## src/rtl/apb_mon_pkg.sv

```systemverilog
package apb_mon_pkg;

    localparam int ERR_CODE_W = 4;
    localparam int ERR_NUM    = 12;

    // Tracked bus phase: what the current cycle is expected to be.
    typedef enum logic [1:0] {
        PH_IDLE   = 2'd0,
        PH_ACCESS = 2'd1,
        PH_WAIT   = 2'd2,
        PH_EXIT   = 2'd3
    } phase_t;

    typedef enum logic [ERR_CODE_W-1:0] {
        ERR_NONE       = 4'd0,
        ERR_IDLE       = 4'd1,
        ERR_WR_SETUP   = 4'd2,
        ERR_WR_ACCESS  = 4'd3,
        ERR_WR_WAIT    = 4'd4,
        ERR_WR_WAITEND = 4'd5,
        ERR_RD_SETUP   = 4'd6,
        ERR_RD_ACCESS  = 4'd7,
        ERR_RD_WAIT    = 4'd8,
        ERR_RD_WAITEND = 4'd9,
        ERR_EXIT_IDLE  = 4'd10,
        ERR_EXIT_SETUP = 4'd11,
        ERR_RSVD_12    = 4'd12,
        ERR_RSVD_13    = 4'd13,
        ERR_RSVD_14    = 4'd14,
        ERR_RSVD_15    = 4'd15
    } err_code_t;

endpackage

```

## src/rtl/apb_mon_phase.sv

```systemverilog
module apb_mon_phase
    import apb_mon_pkg::*;
#(
    parameter int AW = 32,
    parameter int DW = 32
) (
    input  logic          clk,
    input  logic          rst_n,
    input  logic          sel,
    input  logic          enable,
    input  logic          write,
    input  logic [AW-1:0] addr,
    input  logic [DW-1:0] wdata,
    input  logic          ready,
    input  logic [DW-1:0] rdata,
    output logic          viol,
    output err_code_t     code,
    output logic          done_wr,
    output logic          done_rd,
    output logic          wait_tick,
    output logic [DW-1:0] rd_last
);

    phase_t        ph_q;
    phase_t        ph_d;
    logic [AW-1:0] addr_q;
    logic          wr_q;
    logic [DW-1:0] wdata_q;
    logic          capture;
    logic          hold_ok;

    // Code for an access-phase violation: direction from the setup snapshot,
    // wait history from the phase, completion from ready.
    function automatic err_code_t access_code(input logic wr, input logic waited,
                                              input logic rdy);
        err_code_t c;
        if (wr) begin
            if (!waited) c = rdy ? ERR_WR_ACCESS : ERR_WR_WAIT;
            else         c = rdy ? ERR_WR_WAITEND : ERR_WR_WAIT;
        end else begin
            if (!waited) c = rdy ? ERR_RD_ACCESS : ERR_RD_WAIT;
            else         c = rdy ? ERR_RD_WAITEND : ERR_RD_WAIT;
        end
        return c;
    endfunction

    // Access-phase stability against the setup snapshot.
    always_comb begin
        hold_ok = sel && enable && (addr == addr_q) && (write == wr_q)
                  && (!wr_q || (wdata == wdata_q));
    end

    // Phase register.
    always_ff @(posedge clk or negedge rst_n) begin
        if (!rst_n) ph_q <= PH_IDLE;
        else        ph_q <= ph_d;
    end

    // Rule evaluation and next phase.
    always_comb begin
        ph_d      = ph_q;
        viol      = 1'b0;
        code      = ERR_NONE;
        done_wr   = 1'b0;
        done_rd   = 1'b0;
        wait_tick = 1'b0;
        capture   = 1'b0;
        unique case (ph_q)
            PH_IDLE: begin
                if (!sel) begin
                    if (enable) begin
                        viol = 1'b1;
                        code = ERR_IDLE;
                    end
                end else if (enable) begin
                    viol = 1'b1;
                    code = write ? ERR_WR_SETUP : ERR_RD_SETUP;
                end else begin
                    capture = 1'b1;
                    ph_d    = PH_ACCESS;
                end
            end
            PH_ACCESS, PH_WAIT: begin
                if (!hold_ok) begin
                    viol = 1'b1;
                    code = access_code(wr_q, ph_q == PH_WAIT, ready);
                    ph_d = PH_IDLE;
                end else if (ready) begin
                    done_wr = wr_q;
                    done_rd = !wr_q;
                    ph_d    = PH_EXIT;
                end else begin
                    wait_tick = 1'b1;
                    ph_d      = PH_WAIT;
                end
            end
            PH_EXIT: begin
                if (!enable) begin
                    if (sel) begin
                        capture = 1'b1;
                        ph_d    = PH_ACCESS;
                    end else begin
                        ph_d = PH_IDLE;
                    end
                end else begin
                    viol = 1'b1;
                    code = sel ? ERR_EXIT_SETUP : ERR_EXIT_IDLE;
                    ph_d = PH_IDLE;
                end
            end
        endcase
    end

    // Setup snapshot and read-data capture.
    always_ff @(posedge clk or negedge rst_n) begin
        if (!rst_n) begin
            addr_q  <= '0;
            wr_q    <= 1'b0;
            wdata_q <= '0;
            rd_last <= '0;
        end else begin
            if (capture) begin
                addr_q  <= addr;
                wr_q    <= write;
                wdata_q <= wdata;
            end
            if (done_rd) rd_last <= rdata;
        end
    end

endmodule

```

## src/rtl/apb_mon_report.sv

```systemverilog
module apb_mon_report
    import apb_mon_pkg::*;
(
    input  logic                  clk,
    input  logic                  rst_n,
    input  logic                  hit,
    input  err_code_t             code,
    output logic                  err_valid,
    output logic [ERR_CODE_W-1:0] err_code,
    output logic [ERR_NUM-1:0]    err_sticky
);

    localparam logic [ERR_NUM-1:0] ONE_HOT_BASE = {{(ERR_NUM-1){1'b0}}, 1'b1};

    logic [ERR_NUM-1:0] hit_mask;

    always_comb begin
        hit_mask = hit ? (ONE_HOT_BASE << code) : '0;
    end

    always_ff @(posedge clk or negedge rst_n) begin
        if (!rst_n) begin
            err_valid  <= 1'b0;
            err_code   <= '0;
            err_sticky <= '0;
        end else begin
            err_valid  <= hit;
            err_code   <= hit ? code : ERR_NONE;
            err_sticky <= err_sticky | hit_mask;
        end
    end

endmodule

```

## src/rtl/apb_mon_satcnt.sv

```systemverilog
module apb_mon_satcnt #(
    parameter int W = 16
) (
    input  logic         clk,
    input  logic         rst_n,
    input  logic         inc,
    output logic [W-1:0] count
);

    localparam logic [W-1:0] MAX = '1;

    always_ff @(posedge clk or negedge rst_n) begin
        if (!rst_n)                     count <= '0;
        else if (inc && (count != MAX)) count <= count + 1'b1;
    end

endmodule

```

## src/rtl/apb_protocol_monitor.sv

```systemverilog
module apb_protocol_monitor
    import apb_mon_pkg::*;
#(
    parameter int AW = 32,
    parameter int DW = 32,
    parameter int CW = 16
) (
    input  logic                  clk,
    input  logic                  rst_n,
    input  logic                  bus_sel,
    input  logic                  bus_enable,
    input  logic                  bus_write,
    input  logic [AW-1:0]         bus_addr,
    input  logic [DW-1:0]         bus_wdata,
    input  logic                  bus_ready,
    input  logic [DW-1:0]         bus_rdata,
    output logic                  err_valid,
    output logic [ERR_CODE_W-1:0] err_code,
    output logic [ERR_NUM-1:0]    err_sticky,
    output logic [CW-1:0]         wr_count,
    output logic [CW-1:0]         rd_count,
    output logic [CW-1:0]         wait_count
,
    output logic [DW-1:0]         rd_data_last
);

    localparam int NCNT = 3;

    logic            viol;
    err_code_t       code;
    logic            done_wr;
    logic            done_rd;
    logic            wait_tick;
    logic [NCNT-1:0] inc_vec;
    logic [CW-1:0]   cnt_arr [NCNT];

    apb_mon_phase #(.AW(AW), .DW(DW)) u_phase (
        .clk       (clk),
        .rst_n     (rst_n),
        .sel       (bus_sel),
        .enable    (bus_enable),
        .write     (bus_write),
        .addr      (bus_addr),
        .wdata     (bus_wdata),
        .ready     (bus_ready),
        .rdata     (bus_rdata),
        .viol      (viol),
        .code      (code),
        .done_wr   (done_wr),
        .done_rd   (done_rd),
        .wait_tick (wait_tick),
        .rd_last   (rd_data_last)
    );

    apb_mon_report u_report (
        .clk        (clk),
        .rst_n      (rst_n),
        .hit        (viol),
        .code       (code),
        .err_valid  (err_valid),
        .err_code   (err_code),
        .err_sticky (err_sticky)
    );

    assign inc_vec = {wait_tick, done_rd, done_wr};

    for (genvar g = 0; g < NCNT; g++) begin : g_cnt
        apb_mon_satcnt #(.W(CW)) u_cnt (
            .clk   (clk),
            .rst_n (rst_n),
            .inc   (inc_vec[g]),
            .count (cnt_arr[g])
        );
    end

    assign wr_count   = cnt_arr[0];
    assign rd_count   = cnt_arr[1];
    assign wait_count = cnt_arr[2];

endmodule

```

## config.mk

```make
export PLATFORM = sky130hd
export DESIGN_NAME = apb_protocol_monitor
export DESIGN_NICKNAME = d
export VERILOG_FILES = /design/src/rtl/apb_mon_pkg.sv /design/src/rtl/apb_mon_phase.sv /design/src/rtl/apb_mon_report.sv /design/src/rtl/apb_mon_satcnt.sv /design/src/rtl/apb_protocol_monitor.sv
export SDC_FILE = /design/constraint.sdc
export NUM_CORES = 1
export LEC_CHECK = 0
export BUFFER_PORTS_ARGS = -buffer_cell sky130_fd_sc_hd__clkbuf_2
export CAP_MARGIN = 15
export CORE_MARGIN = 4
export CORE_UTILIZATION = 30
export CTS_CLUSTER_SIZE = 10
export DETAILED_ROUTE_END_ITERATION = 12
export GPL_ROUTABILITY_DRIVEN = 0
export PLACE_DENSITY_LB_ADDON = 0.1
export SYNTH_ARGS = -nofsm -noshare
export SYNTH_HDL_FRONTEND = slang
export SYNTH_SLANG_ARGS = --single-unit
```

## constraint.sdc

```tcl
create_clock -name clk -period 7 [get_ports clk]
set_input_delay 0.7 -clock clk [delete_from_list [all_inputs] [get_ports clk]]
set_output_delay 0.7 -clock clk [all_outputs]
set_load 0.03 [all_outputs]
```

==> flow_summary.json <==
{
  "ios": 199,
  "hold_viol": 0,
  "totalWireLength_mm": 18.5,
  "path_max_fanout": 46,
  "yosys.cell_types.count": 48,
  "htree_levels": 4,
  "fp-row-count": 58,
  "dp.cells": 1109,
  "rsz0062_at_grt": "no",
  "r2r_start": "u_phase.wdata_q[23]",
  "r2r_setup_slack_ns": 3.75,
  "die_h_microns": 167,
  "power-per-cell-area_nw_per_um2": 335,
  "grt_pass1_wl_mm": 30.3,
  "synthesis.area_sq_um": 7610,
  "power_frac_clock_pct": 33.5,
  "post-dp-hpwl_mm": 13.6,
  "regArea_sq_um": 4100,
  "reg2reg_depth": 7,
  "ir_drop_mv": 0.141,
  "grt_pass1_vias": 5717,
  "final.min_clock_period_ns": 3.25,
  "fin_setup_tns_ns": 0,
  "slew_headroom_pct": 32.5,
  "coreArea_sq_um": 25000,
  "synth-main-ff-cell": "dfrtp_1",
  "post_synth.cell_area_avg_sq_um": 12.7,
  "crit_path_end": "g_cnt[1].u_cnt.count[12]",
  "area_delta_synth_final_pct": 26.4,
  "synth-seq-cells": 164,
  "crit_arrival_ns": 3.56,
  "seqPwrFrac_pct": 41.3,
  "p_sw_mw": 0.984,
  "synth_edf_count": 0,
  "synth-async-reset-ratio_pct": 100,
  "leakage_nw": 4.49,
  "finalSetupViolCount": 0,
  "wire_per_inst_microns": 16.2,
  "cts.sinks": 164,
  "viasPerCell": 4.63,
  "tightest_slew_ns": 1.01,
  "clk_pin_slew_ns": 0.07,
  "r2r_end": "g_cnt[1].u_cnt.count[12]",
  "initial_core_util_pct": 30.4,
  "p_int_mw": 2.23,
  "p_comb_share_pct": 25.2,
  "layout-drive-gt1-share_pct": 43.8,
  "cts_made_buffers": 17,
  "post_cts_buffers": 0,
  "cp.required_ns": 7.31,
  "drcViolationCount": 0,
  "die_width_microns": 167,
  "clock_latency_ns": 0.42,
  "synth_warnings": 0,
  "outcome": "complete, no violations",
  "multi_input_area_sq_um": 3380,
  "min_path_type": "in2async",
  "cp-end-kind": "flip-flop",
  "dr.pass1.iters": 4,
  "overflow": 0,
  "root_buffer": "clkbuf_16",
  "cts_hold_buf": 0,
  "final_common_cell": "clkbuf_2",
  "period_share_pct": 46.4,
  "cts_tree": "built",
  "ys_seq_area_share_pct": 53.9,
  "layoutNonFillerInstCount": 1141,
  "fmax_mhz": 308,
  "io_buffers": 198,
  "ant_nets": 0,
  "syn_nets": 707,
  "fin_skew_ns": 0.00893,
  "drt_iter0_drc": 180,
  "cp-startpoint": "u_phase.wdata_q[23]",
  "cts_resized": 0,
  "worstSetupStartpointType": "flip-flop",
  "layout.cells.most_common_list": "197 x clkbuf_2, 164 x dfrtp_1, 103 x mux2_2",
  "clk_path_buf_depth": 2,
  "fillers": 2462,
  "die-area_sq_um": 28000,
  "grt_max_degree": 89,
  "p_sw_share_pct": 30.6,
  "antenna_found_initial": 0,
  "synth_cells": 598,
  "maxCapViolCount": 0,
  "insertedDiodeCount": 0,
  "layout.nets": 907,
  "path_class": "reg2reg",
  "slew_violations": 0,
  "track_usage_pct": 13.4,
  "vias": 5280
}
[logic make-up after synthesis]
| kind of cell | synth area share, % |
|---|---|
| adders and majority gates | 1.15 |
| AOI/OAI and AO/OA | 3.37 |
| and+or+nand+nor | 12.1 |
| xor gates and xnor gates | 12.2 |
| DFF | 53.9 |
| buffers and inverters | 1.73 |
| muxes | 15.5 |
[final cells by class]
cell class,count,share of cell area (%)
Sequential cell,164,42.7
Multi-Input combinational cell,405,35.2
Timing Repair Buffer,200,10.5
Clock buffer,17,4.42
Tap cell,330,4.29
Clock inverter,15,2.54
Inverter,10,0.390
[registers in the layout (all words and copies together), names as in the netlist]
| register | count |
|---|---|
| u_phase.rd_last | 32 |
| u_report.err_sticky | 12 |
| u_phase.ph_q | 2 |
| u_report.err_valid | 1 |
| u_report.err_code | 4 |
| g_cnt.u_cnt.count | 48 |
| u_phase.wr_q | 1 |
| u_phase.addr_q | 32 |
| u_phase.wdata_q | 32 |
[metal layers]
metal	track usage (%)	wire, microns	share of wire [%]	vias to the layer above
met5	0	0	0	-
met2	21.5	8900	48	116
met4	3.78	223	1.2	0
li1	-	-	-	2536
met3	4.82	1190	6.4	15
met1	17.1	8220	44	2613
[worst max-delay path: stages, from the launching register on]
cell	delay [ns]
dfrtp_1	0.40
xnor2_1	0.18
nand4_1	0.13
nor4_1	0.62
nand3_1	0.21
a2111o_2	0.88
nor3_1	0.34
mux2_2	0.36
[cells in the mapped netlist, types with 2 or more instances]
| master | number | area (sq um) |
|---|---|---|
| dfrtp_1 | 164 | 4100 |
| mux2_2 | 103 | 1160 |
| nor2_1 | 15 | 56.3 |
| xor2_1 | 9 | 78.8 |
| and2_1 | 7 | 43.8 |
| a31o_2 | 11 | 96.3 |
| nor3_1 | 11 | 55.1 |
| ha_1 | 7 | 87.6 |
| clkbuf_1 | 11 | 41.3 |
| mux2i_1 | 2 | 20.0 |
| and4_1 | 3 | 26.3 |
| nand2b_1 | 3 | 18.8 |
| nor3b_1 | 5 | 37.5 |
| nand3b_1 | 5 | 37.5 |
| nor3b_2 | 2 | 25.0 |
| nand4_1 | 35 | 219 |
| nand2_1 | 19 | 71.3 |
| and3_1 | 12 | 75.1 |
| inv_1 | 10 | 37.5 |
| nor4_1 | 6 | 37.5 |
| a211o_1 | 2 | 17.5 |
| a21oi_1 | 2 | 10.0 |
| nand4b_1 | 4 | 35.0 |
| buf_6 | 2 | 22.5 |
| nand3_1 | 23 | 115 |
| xnor2_1 | 97 | 850 |
| a211oi_1 | 2 | 15.0 |
| buf_2 | 6 | 30.0 |
[power by group through the flow]
stage / combinational (mW) / sequential (mW) / clock (mW)
final: 0.810 / 1.33 / 1.08
after global routing: 0.892 / 1.36 / 1.15
after CTS: 0.824 / 1.33 / 1.11
after detailed placement: 0.820 / 1.35 / 0
after global placement: 0.804 / 1.34 / 0
after floorplan: 0.552 / 1.38 / 0
[metrics by stage]
stage	power, mW	setup slack [ns]	utilization [%]	instance area, sq um	hold WS, ns
detailed placement	2.17	3.32	35.7	8950	0.462
floorplan	1.93	4.33	-	7610	0.404
global placement	2.14	3.44	35.7	8950	0.466
finish	3.22	3.75	38.4	9620	0.337
CTS	3.27	3.72	38.4	9620	0.374
global route	3.40	3.52	38.4	9620	0.414
[worst min path at each step]
| stage | slack (ns) | endpoint | cells after the start |
|---|---|---|---|
| after global routing | 0.41 | g_cnt[2].u_cnt.count[7] | 1 |
| final | 0.34 | g_cnt[2].u_cnt.count[7] | 1 |
| after CTS | 0.37 | u_phase.addr_q[5] | 1 |
| after global placement | 0.47 | u_report.err_sticky[7] | 1 |
| after detailed placement | 0.46 | u_report.err_sticky[7] | 1 |
| after floorplan | 0.40 | g_cnt[0].u_cnt.count[0] | 0 |
No activity file was read; power rests on OpenSTA's default activity.
